**src/rtl/sio_irq_pkg.sv**
```systemverilog
package sio_irq_pkg;
  localparam int NUM_CH     = 2;
  localparam int SRC_PER_CH = 3;
  localparam int NUM_SRC    = NUM_CH * SRC_PER_CH;
  localparam int CODE_W     = $clog2(NUM_SRC + 1);
  localparam int DATA_W     = 8;
  localparam int ADDR_W     = 3;

  localparam int KIND_RX  = 0;
  localparam int KIND_TX  = 1;
  localparam int KIND_EXT = 2;

  localparam int MIE_BIT    = 3;
  localparam int REQ_EN_BIT = 7;

  typedef enum logic [ADDR_W-1:0] {
    RA_CTRL   = 3'd0,
    RA_ACK    = 3'd1,
    RA_MODE0  = 3'd2,
    RA_MODE1  = 3'd3,
    RA_STAT0  = 3'd4,
    RA_STAT1  = 3'd5,
    RA_CODE   = 3'd6,
    RA_PEND   = 3'd7
  } reg_addr_e;
endpackage

```
**src/rtl/icu_pend.sv**
```systemverilog
module icu_pend (
  input  logic clk,
  input  logic rst,
  input  logic cond,
  input  logic clr,
  output logic pend
);
  logic cond_q;
  logic rise;

  assign rise = cond & ~cond_q;

  always_ff @(posedge clk) begin
    if (rst) begin
      cond_q <= 1'b0;
      pend   <= 1'b0;
    end else begin
      cond_q <= cond;
      pend   <= rise | (pend & cond & ~clr);
    end
  end

  // a new rising condition always lands in the pending bit
  p_rise_sets_r1: assert property (@(posedge clk) disable iff (rst)
    (cond && !cond_q) |=> pend);
  // a low condition empties the bit
  p_low_clears_r2: assert property (@(posedge clk) disable iff (rst)
    !cond |=> !pend);
  // acknowledged without a fresh edge, the bit stays empty
  p_ack_clears_r11: assert property (@(posedge clk) disable iff (rst)
    (clr && cond_q) |=> !pend);
endmodule

```
**src/rtl/icu_prio.sv**
```systemverilog
module icu_prio
  import sio_irq_pkg::*;
(
  input  logic               clk,
  input  logic               rst,
  input  logic [NUM_SRC-1:0] pend,
  input  logic [NUM_SRC-1:0] en,
  input  logic               mie,
  input  logic               ack,
  output logic [CODE_W-1:0]  code,
  output logic               int_n,
  output logic [NUM_SRC-1:0] clr
);
  logic [NUM_SRC-1:0] active;
  logic [CODE_W-1:0]  code_nxt;

  assign active = pend & en;

  always_comb begin
    code_nxt = '0;
    for (int i = NUM_SRC - 1; i >= 0; i--) begin
      if (active[i]) code_nxt = CODE_W'(i + 1);
    end
  end

  always_comb begin
    clr = '0;
    if (ack && code != '0) clr[int'(code) - 1] = 1'b1;
  end

  always_ff @(posedge clk) begin
    if (rst) begin
      code  <= '0;
      int_n <= 1'b1;
    end else begin
      code  <= code_nxt;
      int_n <= ~(mie & (|active));
    end
  end

  // master enable off keeps the line released
  p_mie_gate_r5: assert property (@(posedge clk) disable iff (rst)
    !mie |=> int_n);
  // an asserted line always comes with a nonzero code
  p_line_has_code_r5: assert property (@(posedge clk) disable iff (rst)
    !int_n |-> (code != '0));
  // code never names a source outside the six
  p_code_range_r3: assert property (@(posedge clk) disable iff (rst)
    code <= CODE_W'(NUM_SRC));
  // an acknowledge clears at most one source
  p_ack_single_r7: assert property (@(posedge clk) disable iff (rst)
    $onehot0(clr));
endmodule

```
**src/rtl/icu_regs.sv**
```systemverilog
module icu_regs
  import sio_irq_pkg::*;
(
  input  logic               clk,
  input  logic               rst,
  input  logic               wr,
  input  logic [ADDR_W-1:0]  addr,
  input  logic [DATA_W-1:0]  wdata,
  input  logic [NUM_SRC-1:0] cond,
  input  logic [NUM_SRC-1:0] pend,
  input  logic [CODE_W-1:0]  code,
  output logic               mie,
  output logic [NUM_SRC-1:0] src_en,
  output logic [NUM_CH-1:0]  req_en,
  output logic               sw_ack,
  output logic [DATA_W-1:0]  rdata
);
  logic [DATA_W-1:0] ctrl_q;
  logic [DATA_W-1:0] mode_q [NUM_CH];

  assign mie    = ctrl_q[MIE_BIT];
  assign sw_ack = wr && (addr == RA_ACK);

  always_ff @(posedge clk) begin
    if (rst) ctrl_q <= '0;
    else if (wr && addr == RA_CTRL) ctrl_q <= wdata;
  end

  for (genvar ch = 0; ch < NUM_CH; ch++) begin : g_mode
    localparam logic [ADDR_W-1:0] MODE_ADDR = ADDR_W'(int'(RA_MODE0) + ch);
    always_ff @(posedge clk) begin
      if (rst) mode_q[ch] <= '0;
      else if (wr && addr == MODE_ADDR) mode_q[ch] <= wdata;
    end
    assign src_en[ch*SRC_PER_CH +: SRC_PER_CH] = mode_q[ch][SRC_PER_CH-1:0];
    assign req_en[ch] = mode_q[ch][REQ_EN_BIT];
  end

  function automatic logic [DATA_W-1:0] stat_word(input int ch);
    logic [DATA_W-1:0] w;
    w = '0;
    w[SRC_PER_CH-1:0]            = cond[ch*SRC_PER_CH +: SRC_PER_CH];
    w[2*SRC_PER_CH-1:SRC_PER_CH] = pend[ch*SRC_PER_CH +: SRC_PER_CH];
    return w;
  endfunction

  logic [DATA_W-1:0] rd_nxt;

  always_comb begin
    rd_nxt = '0;
    case (reg_addr_e'(addr))
      RA_CTRL:  rd_nxt = ctrl_q;
      RA_MODE0: rd_nxt = mode_q[0];
      RA_MODE1: rd_nxt = mode_q[1];
      RA_STAT0: rd_nxt = stat_word(0);
      RA_STAT1: rd_nxt = stat_word(1);
      RA_CODE:  rd_nxt[CODE_W-1:0] = code;
      RA_PEND:  rd_nxt[NUM_SRC-1:0] = pend;
      default:  rd_nxt = '0;
    endcase
  end

  always_ff @(posedge clk) begin
    if (rst) rdata <= '0;
    else     rdata <= rd_nxt;
  end

  // an acknowledge write stores nothing
  p_ack_no_store_r7: assert property (@(posedge clk) disable iff (rst)
    sw_ack |=> ($stable(ctrl_q) && $stable(mode_q[0]) && $stable(mode_q[1])));
endmodule

```
**src/rtl/sio_irq_ctrl.sv**
```systemverilog
module sio_irq_ctrl
  import sio_irq_pkg::*;
(
  input  logic              clk,
  input  logic              rst,
  input  logic [NUM_CH-1:0] rx_cond,
  input  logic [NUM_CH-1:0] tx_cond,
  input  logic [NUM_CH-1:0] ext_cond,
  input  logic              reg_wr,
  input  logic [ADDR_W-1:0] reg_addr,
  input  logic [DATA_W-1:0] reg_wdata,
  input  logic              int_ack,
  output logic [DATA_W-1:0] reg_rdata,
  output logic              int_n,
  output logic [CODE_W-1:0] int_code,
  output logic [NUM_CH-1:0] dma_req
);
  logic [NUM_SRC-1:0] cond;
  logic [NUM_SRC-1:0] pend;
  logic [NUM_SRC-1:0] clr;
  logic [NUM_SRC-1:0] src_en;
  logic [NUM_CH-1:0]  req_en;
  logic               mie;
  logic               sw_ack;

  for (genvar ch = 0; ch < NUM_CH; ch++) begin : g_ch
    assign cond[ch*SRC_PER_CH + KIND_RX]  = rx_cond[ch];
    assign cond[ch*SRC_PER_CH + KIND_TX]  = tx_cond[ch];
    assign cond[ch*SRC_PER_CH + KIND_EXT] = ext_cond[ch];

    always_ff @(posedge clk) begin
      if (rst) dma_req[ch] <= 1'b0;
      else     dma_req[ch] <= req_en[ch] & (rx_cond[ch] | tx_cond[ch]);
    end

    // a cleared request enable holds the request low
    p_req_gate_r6: assert property (@(posedge clk) disable iff (rst)
      !req_en[ch] |=> !dma_req[ch]);
  end

  for (genvar s = 0; s < NUM_SRC; s++) begin : g_src
    icu_pend u_pend (
      .clk  (clk),
      .rst  (rst),
      .cond (cond[s]),
      .clr  (clr[s]),
      .pend (pend[s])
    );
  end

  icu_regs u_regs (
    .clk    (clk),
    .rst    (rst),
    .wr     (reg_wr),
    .addr   (reg_addr),
    .wdata  (reg_wdata),
    .cond   (cond),
    .pend   (pend),
    .code   (int_code),
    .mie    (mie),
    .src_en (src_en),
    .req_en (req_en),
    .sw_ack (sw_ack),
    .rdata  (reg_rdata)
  );

  icu_prio u_prio (
    .clk   (clk),
    .rst   (rst),
    .pend  (pend),
    .en    (src_en),
    .mie   (mie),
    .ack   (sw_ack | int_ack),
    .code  (int_code),
    .int_n (int_n),
    .clr   (clr)
  );
endmodule

```
**config.mk**
```make
export PLATFORM = sky130hd
export DESIGN_NAME = sio_irq_ctrl
export DESIGN_NICKNAME = d
export VERILOG_FILES = /design/src/rtl/sio_irq_pkg.sv /design/src/rtl/icu_pend.sv /design/src/rtl/icu_prio.sv /design/src/rtl/icu_regs.sv /design/src/rtl/sio_irq_ctrl.sv
export SDC_FILE = /design/constraint.sdc
export NUM_CORES = 1
export LEC_CHECK = 0
export BUFFER_PORTS_ARGS = -buffer_cell sky130_fd_sc_hd__clkbuf_2
export CAP_MARGIN = 10
export CORE_UTILIZATION = 50
export DETAILED_ROUTE_END_ITERATION = 10
export PLACE_DENSITY = 0.75
export REMOVE_ABC_BUFFERS = 1
export SLEW_MARGIN = 40
export SYNTH_ARGS = -nofsm -noshare
export SYNTH_HDL_FRONTEND = slang
export SYNTH_SLANG_ARGS = --single-unit
```
**constraint.sdc**
```tcl
create_clock -name clk -period 1.5 [get_ports clk]
set_clock_uncertainty 0.15 [all_clocks]
set_input_delay 0.225 -clock clk [delete_from_list [all_inputs] [get_ports clk]]
set_output_delay 0.225 -clock clk [all_outputs]
set_load 0.01 [all_outputs]
```
# After elaboration in Yosys (flattened, before gate mapping)
# Memory sizes are Yosys's and may differ from the RTL's.
# Cells that the tools add are included.
# classes
n_shift,0
n_div,0
bitwise_logic,46
addsub,1
eq_ne,7
multipliers,0
muxes,22
order_cmp,2
reduce_logical,12
# ops
op,n
$ge 32x1->1 const B,1
$lt 32x5->1 const B,1
$and 1x1->1,21
$pmux 3 s7,1
$mux 8,2
$pmux 3 s5,1
$not 1->1,13
$eq 3x3->1 const B,4
$or 1x1->1,11
$mux 1,10
$mux 3,3
$and 6x6->6,1
$eq 3x2->1 const B,2
$logic_and 1x1->1,6
$mux 6,1
$pmux 2 s3,1
$reduce_or 6->1,1
$mux 2,2
$reduce_or 2->1,2
$reduce_or 4->1,1
$sub 3x1->4 const B,1
$demux 1 s3,1
$eq 3x1->1 const B,1
$logic_not 3->1,1
$reduce_bool 3->1,1
# word_totals
mem_count,1
latchBits,0
rom_bits,0
ramBits,16
reg_bits,34
out_inout_bits,14
inputBits,21
word_cells,111
# memory_table
name,words,word_bits,read_ports,rd_clocked_by_memory_dff,wr,line_no,source
u_regs.mode_q,2,8,2,0,2,icu_regs.sv:19,logic [DATA_W-1:0] mode_q [NUM_CH];

# Logic depth before layout (Yosys ltp)
# Gate-level depths: netlist (run 1).
# logic_depth
depth_word,9
mapped_depth,7
depth_no_buf,7

# Cells and area by module
# From an unflattened synthesis (run 1), not the netlist that was laid out.
# unflattened
cells_unflattened,221
area_unflattened_um2,2347.3
# by_module_without_submodules
mod,seq_area_each_um2,cells_per_inst,instances,area_each_um2
icu_regs,800.8,150,1,1617.8
icu_pend,40.0,5,6,62.6
icu_prio,80.1,34,1,285.3
sio_irq_ctrl,40.0,7,1,68.8

# Worst setup path before layout (run 1)
# OpenSTA, ideal clock, no wires.
# synth_timing
path_type,register to register
startpoint,reg u_prio.code[0]
endpoint,reg g_src[2].u_pend.pend
arrival_ns,1.338
n_path_buf,0
synth_period_minus_slack_ns,1.615
required_time_ns,1.223
path_slack_ns,-0.115
stages_incl_launch_ff,7
path_cell_list,dfxtp_1 inv_1 ha_1 ha_1 nand2_1 o41ai_1 a21boi_1
# synth_via
elab_chain_cells,9
word_cells_on_any_way,12
# synth_lines
item,line_no,source
from (decl),icu_prio.sv:10,"output logic [CODE_W-1:0] code,"
from (signal assigned),icu_prio.sv:36,code <= code_nxt;
$sub 3x1->4,icu_prio.sv:28,if (ack && code != '0) clr[int'(code) - 1] = 1'b1;
$ge 32x1->1 (implied by the code) / $lt 32x5->1 (equally long branches),icu_prio.sv:28,
$logic_and 1x1->1 (implied by the code),icu_prio.sv:28,
$mux 1 (implied by the code),icu_prio.sv:28,
$demux 1 s3,--,
$mux 6 *,icu_prio.sv:28,
$not 1->1 *,icu_pend.sv:19,pend <= rise | (pend & cond & ~clr);
$and 1x1->1 *,icu_pend.sv:19,
$or 1x1->1 *,icu_pend.sv:19,
to (signal assigned),icu_pend.sv:19,
to (decl),icu_pend.sv:6,output logic pend
# Every way passes the cells marked *; elsewhere a longest branch is shown, timed or not.
# A chain may end at the register's enable or synchronous reset.

# Worst setup path after layout (run 1)
# layout_timing
startpoint,reg u_prio.code[1]
endpoint,reg g_src[2].u_pend.pend
# Same word-level chain as after synthesis.

==> qor.txt, run 1 <==
Final Hold Viols -> 0
Final Setup Violations -> 0
Synthesized area -> 0.002197 mm2
Sequential share of the synthesized area -> 52.85%
Clock transition time at the flip-flop clock pins of the worst setup and hold paths -> 0.08 ns
Crit Path Category -> flop to flop
Maximum capacitance violations -> 0
Rows -> 23
First drt pass iteration count -> 4
Total wire length -> 5.271 mm
Die area -> 0.004664 mm2
Final WS setup -> 0.01084 ns
Clock buffer depth -> 2
Post-synthesis cell type count -> 40
Worst Path Arrival -> 1.52 ns
Gr usage total -> 25.94%
PortBufs -> 34
TritonCTS clock tree -> built
Routability cong. -> 0.8394
Via density -> 5.459
Antenna diode count -> 0
Dpl ws -> -0.2083 ns
Power density over cell area -> 985.4 mW/mm2
Minimum period implied by the final worst setup slack -> 1.489 ns
CORE AREA -> 0.004115 mm2
Fin cells -> 327
CTS HTree Levels -> 2
Area post-placement -> 0.002566 mm2
Tightest Pin Transition -> 0.4495 ns
Outcome -> completed
Worst setup path startpoint -> u_prio.code[1]
Initial antenna violation count -> 0
I/O pins -> 35
Initial Util -> 53.39%
Worst vdd ir -> 0.6319 mV
Synth Warn # -> 0
Post-layout util -> 65.95%
F_max -> 671.5 MHz
Hpwl dp -> 3.895 mm
Clock buffer count from CTS -> 5
Vias -> 1,785
Antenna Nets Post-Route -> 0
Area grow syn2layout -> 23.52%
Synthesized area per cell -> 9.942 um2
Beginning of the worst hold path -> reg_wdata[6]
GRT Residual Overflow -> 0
Inst Count DP -> 319
Lkg Pwr -> 0.001133 uW
WL per Instance -> 16.12 um
Post-CTS Setup Repair Bufs -> 0
Die Height -> 68.29 um
Synth Register Bits -> 50
Layout cells sized above 1 -> 29.24%
Critical-path maximum fanout -> 3
Global-route wire length before repair -> 8.390 mm
HP Class -> input port to flop
Gate Count Post-Synth -> 221
Reg2reg start -> u_prio.code[1]
Clock Latency Late Sink -> 0.30 ns
Post-route cell area -> 0.002714 mm2
Starting DRT DRC Count -> 85
Commonest non-fill, non-tap cell in the layout -> nand2_1
Most frequent cells in the layout -> nand2_1 (35), clkbuf_2 (34), dfxtp_1 (32), buf_4 (24), and2_1 (18)
Relative slew slack -> 69.92%
Final number of max-transition violations -> 0
RSZ-0062 raised after global routing -> true
Die width -> 68.29 um
Detailed-route DRC error count -> 0
Worst EP required -> 1.53 ns
Vias in the first global route -> 1,725
Pin count of the biggest net entering global routing -> 19
Final net count -> 299
Fin crit share -> 99.28%
CP Launch Type -> flop
CTS sink cnt -> 50
Total Power -> 2674 uW
Critical path endpoint category -> flop
Root Driver -> clkbuf_8
## routing by layer
| metal | share of wire, % | up-vias | global-route usage (%) |
|---|---|---|---|
| met5 | 0 | - | 0 |
| met4 | 1.4 | 0 | 8.594 |
| met3 | 3.3 | 7 | 5.167 |
| met1 | 45 | 840 | 31.34 |
| met2 | 50 | 47 | 45.59 |
| li1 | - | 891 | - |
## what timing repair did
action | CTS | global route
hold buffers | 0 | 0
pin swaps | 0 | 2
resized for setup | 9 | 4
setup endpoints to repair | 6 | 5
## final timing paths
check,cells after the start,slack (ns),to
worst min-delay path,3,0.01,u_regs.ctrl_q[6]
worst max register to register,6,0.01,g_src[2].u_pend.pend
worst max-delay path,6,0.01,g_src[2].u_pend.pend
worst min register to register,1,0.25,g_src[2].u_pend.pend
## cell type report
type,instances,area [um2]
repair buffers,59,370.4
inverters,7,26.28
flip-flops and latches,50,1164
multi-input cells,153,1001
fillers,324,1401
well taps,50,62.56
clock buffers,8,90.09
## through the flow
| step | setup TNS, ns | hold slack (ns) |
|---|---|---|
| CTS | 0 | 0.002698 |
| floorplan | -0.2843 | 0.1441 |
| global route | -0.1271 | 0.006313 |
| finish | 0 | 0.01070 |
| detailed placement | -0.5748 | 0.2464 |
| global placement | -0.3838 | 0.2366 |
## logic make-up (layout without fill, tap and decap cells)
kind of cell	after synthesis	in the layout	synth area share [%]
simple gates	87	87	20.56
compound gates	51	51	15.26
flops	50	50	52.85
buf+inv	18	74	4.100
mux	13	13	6.093
fa+ha+maj	2	2	1.139
## synthesized netlist by cell type
master,instances,area (um2)
a21boi_1,3,22.52
a21o_1,1,7.510
a21oi_1,15,75.07
a221oi_2,1,15.01
a22oi_1,4,30.03
a311oi_1,1,8.760
a31o_1,1,8.760
a31oi_1,4,25.02
a32o_1,1,10.01
a32oi_1,1,8.760
a41oi_1,1,8.760
and2_1,18,112.6
and3_1,3,18.77
buf_1,1,3.750
buf_2,3,15.01
buf_4,3,22.52
buf_6,1,11.26
clkbuf_1,3,11.26
dfxtp_1,34,680.7
edfxtp_1,16,480.5
ha_1,2,25.02
inv_1,7,26.28
mux2_1,3,33.78
mux2i_1,10,100.1
nand2_1,36,135.1
nand3_1,2,10.01
nand3b_1,2,15.01
nand4b_1,2,17.52
nor2_1,10,37.54
nor2b_1,9,56.30
nor3_1,3,15.01
nor4b_1,1,8.760
nor4bb_4,1,25.02
o21a_1,2,15.01
o21ai_0,3,15.01
o21ai_1,8,40.04
o21ba_2,1,10.01
o311ai_1,1,8.760
o32ai_1,1,8.760
o41ai_1,2,17.52
## state kept, by name, summed over array words and instances (netlist names)
signal,count
u_regs.mode_q,16
u_regs.ctrl_q,8
u_regs.rdata,8
g_src.u_pend.cond_q,6
g_src.u_pend.pend,6
u_prio.code,3
dma_req,2
u_prio.int_n,1
## worst max-delay path, cell delays in order (launching register included)
cell	delay, ns
dfxtp_2	0.34
inv_2	0.05
ha_4	0.15
ha_4	0.28
nand2_2	0.06
o41ai_2	0.24
a21boi_1	0.10
## power by group
| part | internal, uW | switching [uW] | total [uW] |
|---|---|---|---|
| registers | 1470 | 41.1 | 1510 |
| logic | 181 | 202 | 384 |
| clock network | 376 | 406 | 782 |
Note: power is estimated with default switching activity, not from simulation.
==> run 2: changes to the inputs <==
--- a/config.mk
+++ b/config.mk
@@ -8,7 +8,7 @@
 export BUFFER_PORTS_ARGS = -buffer_cell sky130_fd_sc_hd__clkbuf_2
 export CAP_MARGIN = 10
-export CORE_UTILIZATION = 50
+export CORE_UTILIZATION = 55
 export DETAILED_ROUTE_END_ITERATION = 10
-export PLACE_DENSITY = 0.75
+export PLACE_DENSITY = 0.78
 export REMOVE_ABC_BUFFERS = 1
 export SLEW_MARGIN = 40
==> constraint.sdc (replaced) <==
create_clock -name clk -period 1.4 [get_ports clk]
set_clock_uncertainty 0.15 [all_clocks]
set_input_delay 0.14 -clock clk [delete_from_list [all_inputs] [get_ports clk]]
set_output_delay 0.14 -clock clk [all_outputs]
set_load 0.01 [all_outputs]
==> qor.txt, run 2 (synthesis results as in run 1) <==
Outcome -> finished, violations left
Violated checks -> setup timing
Most frequent cells in the layout -> nand2_1 (34), clkbuf_2 (34), dfxtp_1 (32), buf_4 (28), and2_1 (18)
Met2 Usage GRT -> 49.10%
Final WS setup -> -0.09247 ns
Relative slew slack -> 62.89%
Fin crit share -> 106.6%
HP Class -> input port to flop
Hpwl dp -> 3.891 mm
WP buf/inv -> 2
Final Hold Viols -> 0
Dpl ws -> -0.1707 ns
Final Setup Violations -> 6
GRT Residual Overflow -> 0
Root Driver -> clkbuf_8
Crit-path most repeated cell -> ha_4
Crit Path Category -> flop to flop
I/O pins -> 35
PortBufs -> 34
Layout cells sized above 1 -> 30.87%
Clock buffer count from CTS -> 5
Post-route cell area -> 0.002943 mm2
CORE AREA -> 0.003744 mm2
TritonCTS clock tree -> built
Pin count of the biggest net entering global routing -> 22
Cell Int Power -> 2216 uW
F_max -> 670.0 MHz
CTS HTree Levels -> 2
Final net count -> 320
Initial Util -> 58.69%
Vias -> 1,897
Die area -> 0.004252 mm2
Rows -> 22
Worst Path Arrival -> 1.53 ns
CP Launch Type -> flop
Switching share of power -> 24.64%
Post-layout util -> 78.61%
Maximum capacitance violations -> 0
Final number of max-transition violations -> 0
Logic gate share of total power -> 16.4%
GR Util met1 -> 35.05%
Area post-placement -> 0.002614 mm2
RSZ-0062 raised after global routing -> true
Switch Pwr -> 724.8 uW
Detailed-route DRC error count -> 0
Clk pwr share -> 28.6%
Area grow syn2layout -> 33.94%
WHS -> 0.06781 ns
Antenna Nets Post-Route -> 0
Setup TNS -> -0.3268 ns
GR Layer Usage met3 -> 7.639%
Largest stage delay, worst path -> 0.34 ns
Minimum period implied by the final worst setup slack -> 1.492 ns
Crit-path leading delay family -> adder cells
Clock buffer depth -> 2
Worst vdd ir -> 0.8719 mV
Sequential Power Share -> 54.9%
Critical path endpoint category -> flop
Initial antenna violation count -> 0
Routability cong. -> 0.8412
Critical-path maximum fanout -> 3
Starting DRT DRC Count -> 101
First drt pass iteration count -> 4
Crit path cell chain -> inv_2 > ha_4 > ha_4 > buf_4 > nor2_2 > a311oi_2
Largest Register -> u_regs.mode_q
Flip-flop count of the largest register after layout -> 16
Busiest grt layer -> met2
Worst EP required -> 1.43 ns
Slowest CP cell -> dfxtp_2
Lkg Pwr -> 0.001253 uW
Tightest Pin Transition -> 0.5546 ns
Die width -> 65.21 um
Die Height -> 65.21 um
WL per Instance -> 15.84 um
Global-route wire length before repair -> 8.921 mm
Total wire length -> 5.481 mm
Vias in the first global route -> 1,866
Clock Latency Late Sink -> 0.30 ns
Clock transition time at the flip-flop clock pins of the worst setup and hold paths -> 0.08 ns
Largest registers -> u_regs.mode_q x16, u_regs.ctrl_q x8, u_regs.rdata x8
CTS sink cnt -> 50
Power density over cell area -> 999.3 mW/mm2
Antenna diode count -> 0
Via density -> 5.483
Gr usage total -> 28.86%
[run 2: metal layers]
metal / vias up / part of all wire (%)
li1: 937 / -
met1: 908 / 43
met2: 46 / 51
met3: 6 / 4.5
met4: 0 / 1.1
met5: - / 0
[run 2: power by group through the flow]
stage | Combinational [uW] | Clock [uW] | Sequential [uW]
CTS | 469 | 860 | 1610
global route | 524 | 928 | 1620
floorplan | 162 | 0 | 1650
global placement | 385 | 0 | 1640
finish | 484 | 842 | 1620
detailed placement | 393 | 0 | 1650
[run 2: metrics by stage]
stage	std cells	total power (uW)
6_report	346	2941
5_1_grt	346	3075
4_1_cts	345	2943
3_5_place_dp	322	2038
3_3_place_gp	322	2028
2_1_floorplan	210	1808
[run 2: timing repair]
action                                 in CTS  in global routing
cloned                                      0                  0
pin swaps                                   8                  4
endpoints found under the hold margin      29                  0
hold buffers                               14                  0
setup endpoints to repair                   6                  6
gates resized for setup                    18                  2
buffers inserted                            1                  1
[run 2: worst register-to-register path, stage by stage, from the launching register on]
cell and delay, ns:
dfxtp_2 0.34, inv_2 0.05, ha_4 0.16, ha_4 0.26, buf_4 0.14, nor2_2 0.17
a311oi_2 0.12
[run 2: final timing paths]
kind / startpoint / to / slack [ns] / cells past startpoint
worst max-delay path: u_prio.code[1] / g_src[4].u_pend.pend / -0.09 / 6
worst min-delay path: rst / u_regs.ctrl_q[0] / 0.07 / 3
worst max register to register: u_prio.code[1] / g_src[4].u_pend.pend / -0.09 / 6
worst min register to register: g_src[3].u_pend.cond_q / g_src[3].u_pend.pend / 0.26 / 1
[run 2: final cells by class]
| cell class | instances | area [um2] |
|---|---|---|
| multi-input combinational | 153 | 1018 |
| sequential | 50 | 1164 |
| clock buffer | 7 | 86.33 |
| inverter | 7 | 26.28 |
| timing repair buffer | 80 | 583.1 |
| fill | 260 | 800.8 |
| clock inverter | 1 | 5.005 |
| tap | 48 | 60.06 |
